## src/rtl/xds_pkg.sv

```systemverilog
package xds_pkg;

    typedef enum logic [1:0] {
        MODE_RSVD_A     = 2'b00,
        MODE_RSVD_B     = 2'b01,
        MODE_SPLIT_PAGE = 2'b10,
        MODE_EXT_ONLY   = 2'b11
    } map_mode_e;

    typedef enum logic [1:0] {
        ROUTE_IDLE,
        ROUTE_ONCHIP,
        ROUTE_OFF_FULL,
        ROUTE_OFF_LOW
    } route_e;

endpackage

```

## src/rtl/xds_ea_former.sv

```systemverilog
module xds_ea_former #(
    parameter int ADDR_W = 12,
    parameter int IND_W  = 8,
    parameter int PTR_W  = 16
) (
    input  logic                     split_sel,
    input  logic                     wide_acc,
    input  logic [IND_W-1:0]         ind_ptr,
    input  logic [PTR_W-1:0]         data_ptr,
    input  logic [ADDR_W-IND_W-1:0]  page_reg,
    output logic [ADDR_W-1:0]        eff_addr
);
    localparam int PAGE_W = ADDR_W - IND_W;

    // Bits of the pointer above the external address width never reach the bus.
    logic unused_ptr_hi;
    assign unused_ptr_hi = ^data_ptr[PTR_W-1:ADDR_W];

    always_comb begin
        if (wide_acc) begin
            eff_addr = data_ptr[ADDR_W-1:0];
        end else if (split_sel) begin
            eff_addr = {page_reg, ind_ptr};
        end else begin
            eff_addr = {{PAGE_W{1'b0}}, ind_ptr};
        end
    end
endmodule

```

## src/rtl/xds_region_judge.sv

```systemverilog
module xds_region_judge
    import xds_pkg::*;
#(
    parameter int              ADDR_W   = 12,
    parameter logic [ADDR_W-1:0] BOUNDARY = 12'h400
) (
    input  logic              acc_req,
    input  logic              split_sel,
    input  logic              wide_acc,
    input  logic [ADDR_W-1:0] eff_addr,
    output route_e            route
);
    always_comb begin
        if (!acc_req) begin
            route = ROUTE_IDLE;
        end else if (split_sel) begin
            route = (eff_addr < BOUNDARY) ? ROUTE_ONCHIP : ROUTE_OFF_FULL;
        end else begin
            route = wide_acc ? ROUTE_OFF_FULL : ROUTE_OFF_LOW;
        end
    end
endmodule

```

## src/rtl/xds_pin_drive.sv

```systemverilog
module xds_pin_drive
    import xds_pkg::*;
#(
    parameter int ADDR_W = 12,
    parameter int IND_W  = 8
) (
    input  route_e            route,
    input  logic [ADDR_W-1:0] eff_addr,
    output logic              on_chip,
    output logic [ADDR_W-1:0] ext_addr,
    output logic              drv_hi,
    output logic              drv_lo
);
    localparam int PAGE_W = ADDR_W - IND_W;

    always_comb begin
        on_chip  = 1'b0;
        drv_hi   = 1'b0;
        drv_lo   = 1'b0;
        ext_addr = '0;
        unique case (route)
            ROUTE_IDLE: begin
            end
            ROUTE_ONCHIP: begin
                on_chip = 1'b1;
            end
            ROUTE_OFF_FULL: begin
                drv_hi   = 1'b1;
                drv_lo   = 1'b1;
                ext_addr = eff_addr;
            end
            ROUTE_OFF_LOW: begin
                drv_lo   = 1'b1;
                ext_addr = {{PAGE_W{1'b0}}, eff_addr[IND_W-1:0]};
            end
            default: begin
            end
        endcase
    end
endmodule

```

## src/rtl/xds_addr_router.sv

```systemverilog
module xds_addr_router
    import xds_pkg::*;
#(
    parameter int                ADDR_W   = 12,
    parameter int                IND_W    = 8,
    parameter int                PTR_W    = 16,
    parameter logic [ADDR_W-1:0] BOUNDARY = 12'h400
) (
    input  logic                    acc_req,
    input  logic [1:0]              map_mode,
    input  logic                    wide_acc,
    input  logic [IND_W-1:0]        ind_ptr,
    input  logic [PTR_W-1:0]        data_ptr,
    input  logic [ADDR_W-IND_W-1:0] page_reg,
    output logic                    on_chip,
    output logic [ADDR_W-1:0]       ext_addr,
    output logic                    drv_hi,
    output logic                    drv_lo
);
    logic              split_sel;
    logic [ADDR_W-1:0] eff_addr;
    route_e            route;

    // Only the split-with-page code maps on-chip; every other code is all-external.
    assign split_sel = (map_mode == MODE_SPLIT_PAGE);

    xds_ea_former #(
        .ADDR_W (ADDR_W),
        .IND_W  (IND_W),
        .PTR_W  (PTR_W)
    ) u_ea (
        .split_sel (split_sel),
        .wide_acc  (wide_acc),
        .ind_ptr   (ind_ptr),
        .data_ptr  (data_ptr),
        .page_reg  (page_reg),
        .eff_addr  (eff_addr)
    );

    xds_region_judge #(
        .ADDR_W   (ADDR_W),
        .BOUNDARY (BOUNDARY)
    ) u_judge (
        .acc_req   (acc_req),
        .split_sel (split_sel),
        .wide_acc  (wide_acc),
        .eff_addr  (eff_addr),
        .route     (route)
    );

    xds_pin_drive #(
        .ADDR_W (ADDR_W),
        .IND_W  (IND_W)
    ) u_drive (
        .route    (route),
        .eff_addr (eff_addr),
        .on_chip  (on_chip),
        .ext_addr (ext_addr),
        .drv_hi   (drv_hi),
        .drv_lo   (drv_lo)
    );
endmodule

```

## config.mk

```make
export PLATFORM = sky130hd
export DESIGN_NAME = xds_addr_router
export DESIGN_NICKNAME = d
export VERILOG_FILES = /design/src/rtl/xds_pkg.sv /design/src/rtl/xds_ea_former.sv /design/src/rtl/xds_region_judge.sv /design/src/rtl/xds_pin_drive.sv /design/src/rtl/xds_addr_router.sv
export SDC_FILE = /design/constraint.sdc
export NUM_CORES = 1
export LEC_CHECK = 0
export ABC_AREA = 0
export BUFFER_PORTS_ARGS = -buffer_cell sky130_fd_sc_hd__buf_2
export CAP_MARGIN = 20
export CORE_AREA = 2 2 39 41
export DETAILED_ROUTE_END_ITERATION = 8
export DIE_AREA = 0 0 41 43
export GPL_ROUTABILITY_DRIVEN = 0
export GPL_TIMING_DRIVEN = 1
export SYNTH_ARGS = -nofsm -noshare
export SYNTH_HDL_FRONTEND = slang
export SYNTH_SLANG_ARGS = --single-unit
```

## constraint.sdc

```tcl
create_clock -name vclk -period 4.6
set_clock_uncertainty 0.05 [all_clocks]
set_input_delay 0.92 -clock vclk [all_inputs]
set_output_delay 0.92 -clock vclk [all_outputs]
set_load 0.01 [all_outputs]
```

-- Word level (Yosys, flattened, before mapping)
Index checks and enable logic that the tools add are counted.
- input bits: 32
- register bits after elaboration: 0
- output and inout bits: 15
- word-level logic and storage cells: 16
- magnitude comparators: 1
- reductions and logical operators: 1
- multiplexer cells: 10
- equality and inequality tests: 4
- operators by type and width (cell ; count):
    2-to-1 mux 12 bit ; 2
    one-hot mux 12 bit (2 select lines) ; 1
    < comparator 12 x 11 -> 1 bit (second input constant) ; 1
    == test 2 bit (second input constant) ; 3
    2-to-1 mux 2 bit ; 3
    2-to-1 mux 1 bit ; 4
    == test 2 x 1 -> 1 bit (second input constant) ; 1
    OR reduction 2 bit ; 1

-- Logic depth before layout (Yosys ltp)
Gate-level depths: netlist of the first run.
- depth in word-level cells: 10
- depth in mapped cells: 4
- depth with buffers taken out: 3

-- Cells and area by module
Synthesis of the first run repeated with hierarchy kept, for this count alone.
- cell total of the unflattened synthesis: 40
- area, all modules: 349.1 sq um
- by module, submodules not included (module ; times used ; sequential area each (sq um) ; cells each ; area an instance (sq um)):
    xds_ea_former ; 1 ; 0.0 ; 19 ; 187.7
    xds_pin_drive ; 1 ; 0.0 ; 16 ; 117.6
    xds_region_judge ; 1 ; 0.0 ; 4 ; 30.0
    xds_addr_router ; 1 ; 0.0 ; 1 ; 13.8

-- Worst setup path after synthesis of the first run
Ideal clock, no wire load.
- kind: input-to-output
- start: input wide_acc
- end: output ext_addr[0]
- data arrival time: 1837 ps
- required time: 3630 ps
- path buffers: 1
- path slack: 1793 ps
- stages on the path: 4
- path through: buf_6 mux2_4 o31ai_4 nor2_1
- word-level cells in the longest chain between the ends: 7
- elaborated cells on any way between the ends: 9
- classes of those cells: 1 x order compare; 2 x eq/ne; 6 x mux
- ends and longest elaborated chain (what ; line ; RTL):
    from (decl) ; xds_addr_router.sv:11 ; input logic wide_acc,
    2-to-1 mux 12 bit ; xds_ea_former.sv:20 ; if (wide_acc) begin
    < comparator 12 x 11 -> 1 bit ; xds_region_judge.sv:17 ; route = (eff_addr < BOUNDARY) ? ROUTE_ONCHIP : ROUTE_OFF_FULL;
    2-to-1 mux 2 bit ; xds_region_judge.sv:17 ;
    2-to-1 mux 2 bit ; xds_region_judge.sv:16 ; end else if (split_sel) begin
    2-to-1 mux 2 bit ; xds_region_judge.sv:14 ; if (!acc_req) begin
    == test 2 bit ; xds_pin_drive.sv:21 ; unique case (route)
    one-hot mux 12 bit (2 select lines) (*) ; xds_pin_drive.sv:21 ;
    to (decl) ; xds_addr_router.sv:16 ; output logic [ADDR_W-1:0] ext_addr,
Every way passes the cells marked *; elsewhere a longest branch is shown, timed or not.

-- Worst setup path after layout of the first run
- start: input wide_acc
- end: output ext_addr[4]
The elaborated chain is that of the path after synthesis.

==> results by group, run 1 <==
Run status
  – Status: completed

Layout
  – Proportion of layout cells with a drive suffix above 1: 0.623
  – CLK BUF: 0
  – Design Area, Final: 490 µm²
  – Ant diodes: 0
  – Nets: 111
  – Fillers: 155
  – Fin util: 0.354
  – Num sequential: 0
  – FF+latch area: 0 µm²
  – Area delta synth->final: 80.6%

Die
  – Die height: 43 µm
  – Row count: 14
  – Core area: 1380 µm²
  – Initial Util: 0.196
  – Chip width: 41 µm
  – IO Count: 47
  – Total die area: 1760 µm²

Detailed routing
  – Routed vias/inst: 4.19
  – DR iter-0 viols: 2
  – # DRC: 0
  – ANT nets after route: 0
  – Drt wl/cell: 8.65 µm
  – Routed wire length: 804 µm
  – Via count: 390
  – DRT Pass-1 Iters: 4

Worst setup path
  – Beginning of the critical path: wide_acc
  – Crit Path Max Fanout: 15
  – Max stage delay cell, worst path: o31ai_4
  – WS Path Type: in -> out
  – Crit-path cells: buf_2 -> mux2_4 -> o31ai_4 -> nor2_1 -> buf_2
  – Worst Path Required: 3.63 ns
  – Max stage delay on crit path: 0.43 ns
  – Worst EP arrival: 2.27 ns
  – CP startpoint kind: primary input
  – Crit. End Element: output pin
  – Most frequent CP cell: buf_2

Synth
  – Sequential area share after synthesis: 0
  – Avg Cell Area, Syn: 7.54 µm²
  – Syn Inst Count: 36
  – Cell variety after synth: 15
  – Largest area contributor in the netlist: mux2i_1
  – Dominant cells by area after synthesis: mux2i_1 29%, nor2_1 12%, mux2_4 11%, o31ai_4 7.8%, nor2b_1 6.9%
  – Synthesis Warnings: 0
  – Synth top area share: 0.295
  – Net count after synthesis: 68
  – Cell Area, Synth: 272 µm²

Power and ir drop
  – Peak supply drop: 28.3 µV
  – Leakage: 0.000303 µW
  – Pwr/cell area: 91.8 nW/µm²

Worst hold path
  – HP Class: in -> out
  – Min-delay src: ind_ptr[0]

Timing
  – Final hold violations: 0
  – Rel. slew slack: 0.711
  – Fin crit period: 3.24 ns
  – Max frequency: 0.308 GHz
  – Worst slew pin tran: 0.434 ns
  – Final-report max-slew violation count: 0
  – Fin crit share: 0.705
  – TNS Setup: 0 ns
  – Setup violators final: 0
  – RSZ-0062 raised after global routing: false

CTS
  – Post_cts resized: 0
  – Hold-fix buffers at CTS: 0
  – Post-CTS setup buffer count: 0

Place
  – I/O Buffers: 43
  – Post-Place Cell Area: 490 µm²

GRT
  – Total track usage: 0.0889
  – Initial antenna violation count: 0
  – Remaining Overflow, GRT: 0
  – Global-route wire length before repair: 1210 µm
  – Vias in the first global route: 316
  – Maximum number of pins on one net before global-route repair: 16

Job
  – Max_cap viols: 0
## worst max-delay path: cells and delay by family
family / cells / cell delay [ns]
compound gates: 1 / 0.43
buf+inv: 2 / 0.46
mux: 1 / 0.37
simple gates: 1 / 0.09
## path summary, 6_finish.rpt
| kind | endpoint | slack, ns | depth (start not counted) |
|---|---|---|---|
| worst max-delay path | ext_addr[4] | 1.36 | 5 |
| worst min-delay path | ext_addr[0] | 2.11 | 4 |
## cells in the final DEF (no fill, tap or decap), drive strengths merged, types with 2 or more instances in the layout
| cell type | instances |
|---|---|
| a22oi | 2 |
| and2b | 2 |
| buf | 43 |
| mux2 | 2 |
| mux2i | 8 |
| nor2 | 9 |
| nor2b | 3 |
| nor3 | 3 |
## area by class of cell
cell class	instances	area [µm²]	share of cell area
Timing Repair Buffer	43	215	0.439
Multi-Input combinational cell	33	251	0.513
Tap cell	16	20.0	0.0408
Inverter	1	3.75	0.00765
## power breakdown
group / switching, µW / leakage, µW / internal [µW]
registers: 0 / 0 / 0
clock network: 0 / 0 / 0
logic: 21.3 / 0.000303 / 23.7
## synthesized netlist by cell type (all sizes together)
| cell | count |
|---|---|
| nand2b | 1 |
| nor3 | 3 |
| mux2 | 2 |
| buf | 2 |
| and2 | 1 |
| nor2 | 9 |
| nor2b | 3 |
| o31ai | 1 |
| o21ai | 1 |
| and2b | 2 |
| inv | 1 |
| a22oi | 2 |
| mux2i | 8 |
## cells by family (layout without fill, tap and decap cells)
family | Yosys count | in the layout | synth area share
and+or+nand+nor | 19 | 19 | 0.369
buffers and inverters | 3 | 44 | 0.0737
AOI/OAI and AO/OA | 4 | 4 | 0.152
muxes | 10 | 10 | 0.406
## through the flow
step	std cells	total power (µW)	setup WS [ns]	hold slack, ns
floorplan	36	25.6	1.79	1.92
global placement	93	44.7	1.32	2.11
detailed placement	93	45.5	1.34	2.11
CTS	93	45.7	1.32	2.12
global route	93	50.1	1.24	2.14
finish	93	45.0	1.36	2.11
## layer usage
metal | global-route usage | up-vias | share of wire
li1 | - | 208 | -
met1 | 0.0918 | 163 | 0.39
met2 | 0.188 | 19 | 0.54
met3 | 0 | 0 | 0.077
met4 | 0 | 0 | 0
met5 | 0 | - | 0
No activity file was read; power rests on OpenSTA's default activity.
==> run 2: changes to the inputs <==
--- a/config.mk
+++ b/config.mk
@@ -13,6 +13,7 @@
 export DIE_AREA = 0 0 41 43
 export GPL_ROUTABILITY_DRIVEN = 0
 export GPL_TIMING_DRIVEN = 1
+export PLACE_DENSITY = 0.66
 export SYNTH_ARGS = -nofsm -noshare
 export SYNTH_HDL_FRONTEND = slang
 export SYNTH_SLANG_ARGS = --single-unit
==> constraint.sdc (replaced) <==
create_clock -name vclk -period 2.9
set_clock_uncertainty 0.05 [all_clocks]
set_input_delay 0.58 -clock vclk [all_inputs]
set_output_delay 0.58 -clock vclk [all_outputs]
set_load 0.01 [all_outputs]
==> run 2 against run 1 <==
Effect of this change: count of clock-buffer cells in the layout did not move; total power is 62% higher; first-iteration DRC count is 50% higher; global-route usage up 0.80 points; non-clock buffer count up 1; via count up 1.5%; sequential cell count did not move; worst hold slack worse by 0.68 ns.
==> results by group, run 2 (synthesized netlist as in run 1, its figures left out) <==
Worst hold path
  – HP Class: in -> out
  – Hold Path End: ext_addr[4]
  – Min-delay src: ind_ptr[4]
  – Worst hold path stage count: 4 (unchanged)

Die
  – Initial Util: 0.196 (unchanged)
  – Row count: 14 (unchanged)
  – Core area: 1380 µm² (unchanged)
  – Die height: 43 µm (unchanged)
  – Chip width: 41 µm (unchanged)
  – Total die area: 1760 µm² (unchanged)
  – IO Count: 47 (unchanged)

Timing
  – RSZ-0062 raised after global routing: false
  – Setup violators final: 0 (unchanged)
  – Final hold violations: 0 (unchanged)
  – WHS: 1.43 ns (-0.680 ns)
  – Worst slew pin tran: 0.433 ns (-0.000588 ns)
  – TNS Setup: 0 ns (unchanged)
  – Final-report max-slew violation count: 0 (unchanged)
  – Fin crit period: 2.42 ns
  – Fin crit share: 0.835
  – Max frequency: 0.413 GHz
  – Rel. slew slack: 0.711 (about the same)

Power and ir drop
  – Clock Power Share: 0 (unchanged)
  – Net Sw Frac: 0.473 (-0.00139)
  – Peak supply drop: 41.7 µV (+47%)
  – Sw Pwr: 34.5 µW (+61%)
  – Reg power frac: 0 (unchanged)
  – Leakage: 0.000308 µW (+1.6%)
  – Internal Power: 38.4 µW (+62%)
  – Pwr/cell area: 146 nW/µm² (+59%)
  – Final Power: 72.9 µW (+62%)
  – Comb power frac: 1.000 (about the same)

Layout
  – FF+latch area: 0 µm² (unchanged)
  – Ant diodes: 0 (unchanged)
  – Proportion of layout cells with a drive suffix above 1: 0.628 (+0.00483)
  – Commonest non-fill, non-tap cell in the layout: buf_2
  – Design Area, Final: 498 µm² (+1.5%)
  – Num sequential: 0 (unchanged)
  – Fillers: 150 (-3.2%)
  – Fin util: 0.360 (+0.00542)
  – Area delta synth->final: 83.4%
  – Area of the multi-input gates: 251 µm² (unchanged)
  – Commonest non-fill, non-tap cells in the layout: 43 x buf_2, 9 x nor2_1, 8 x mux2i_1, 3 x nor2b_1
  – Nets: 112 (+0.90%)
  – CLK BUF: 0 (unchanged)

Detailed routing
  – Drt wl/cell: 9.41 µm (+8.9%)
  – Via count: 396 (+1.5%)
  – Routed vias/inst: 4.21 (+0.46%)
  – DR iter-0 viols: 3 (+1)
  – DRT Pass-1 Iters: 3 (-1)
  – # DRC: 0 (unchanged)
  – Routed wire length: 885 µm (+10%)
  – ANT nets after route: 0 (unchanged)

Worst setup path
  – Worst Path Required: 2.27 ns (-1.36 ns)
  – Most frequent CP cell: buf_2
  – Max stage delay cell, worst path: o31ai_4
  – Max stage delay on crit path: 0.43 ns (about the same)
  – Worst EP arrival: 1.79 ns (-0.48 ns)
  – CP startpoint kind: primary input
  – Crit-path cells: buf_2 -> mux2_4 -> o31ai_4 -> nor2_1 -> buf_2
  – WS Path Type: in -> out
  – Crit-path leading delay family: compound AO/OA/AOI/OAI gates
  – CP Depth: 5 (unchanged)
  – Crit Path Max Fanout: 9 (-6)
  – Buf+Inv Stages, Crit Path: 2 (unchanged)
  – Crit. End Element: output pin

CTS
  – Post_cts resized: 0 (unchanged)
  – Post-CTS setup buffer count: 0 (unchanged)
  – Hold-fix buffers at CTS: 0 (unchanged)

GRT
  – Global-route wire length before repair: 1300 µm (+8.0%)
  – Vias in the first global route: 338 (+7.0%)
  – Initial antenna violation count: 0 (unchanged)
  – Maximum number of pins on one net before global-route repair: 11 (-5)
  – Total track usage: 0.0969 (+0.00799)
  – Remaining Overflow, GRT: 0 (unchanged)

Place
  – Post-Place Cell Area: 498 µm² (+1.5%)
  – I/O Buffers: 43 (unchanged)
  – DP Wirelength: 785 µm

Job
  – Max_cap viols: 0 (unchanged)

Run status
  – Status: completed
[run 2: changes by cell type in the layout (fill, tap and decap cells not counted)]
cell	change
buf_4	+1
[run 2: cell type report]
| class | instances | share of cell area |
|---|---|---|
| Multi-Input combinational cell | 33 | 0.505 |
| Timing Repair Buffer | 44 | 0.447 |
| Tap cell | 16 | 0.0402 |
| Inverter | 1 | 0.00754 |
[run 2: per-layer routing]
metal,up-vias,GRT usage,share of wire
li1,211,-,-
met1,168,0.0981,0.36
met2,17,0.200,0.57
met3,0,0,0.068
met4,0,0.0133,0
met5,-,0,0
[run 2: per-stage QoR]
stage / cells / setup slack [ns]
after CTS: 94 / 0.438
after detailed placement: 94 / 0.441
after global routing: 94 / 0.362
after global placement: 94 / 0.468
final: 94 / 0.478
after floorplan: 36 / 0.773
[run 2: power by group through the flow]
stage	logic (µW)	registers [µW]	clock network (µW)
6_report	72.9	0	0
5_1_grt	80.7	0	0
4_1_cts	74.0	0	0
3_5_place_dp	73.8	0	0
3_3_place_gp	71.7	0	0
2_1_floorplan	40.6	0	0
[run 2: worst max path at each step]
stage | start | end | slack [ns]
floorplan | wide_acc | ext_addr[0] | 0.77
global placement | wide_acc | ext_addr[2] | 0.47
detailed placement | wide_acc | ext_addr[7] | 0.44
CTS | wide_acc | ext_addr[7] | 0.44
global route | wide_acc | ext_addr[1] | 0.36
finish | wide_acc | ext_addr[1] | 0.48
[run 2: worst min-delay path, cell delays in order]
cell     delay (ns)
buf_2          0.07
mux2i_1        0.05
nor2_1         0.07
buf_2          0.13
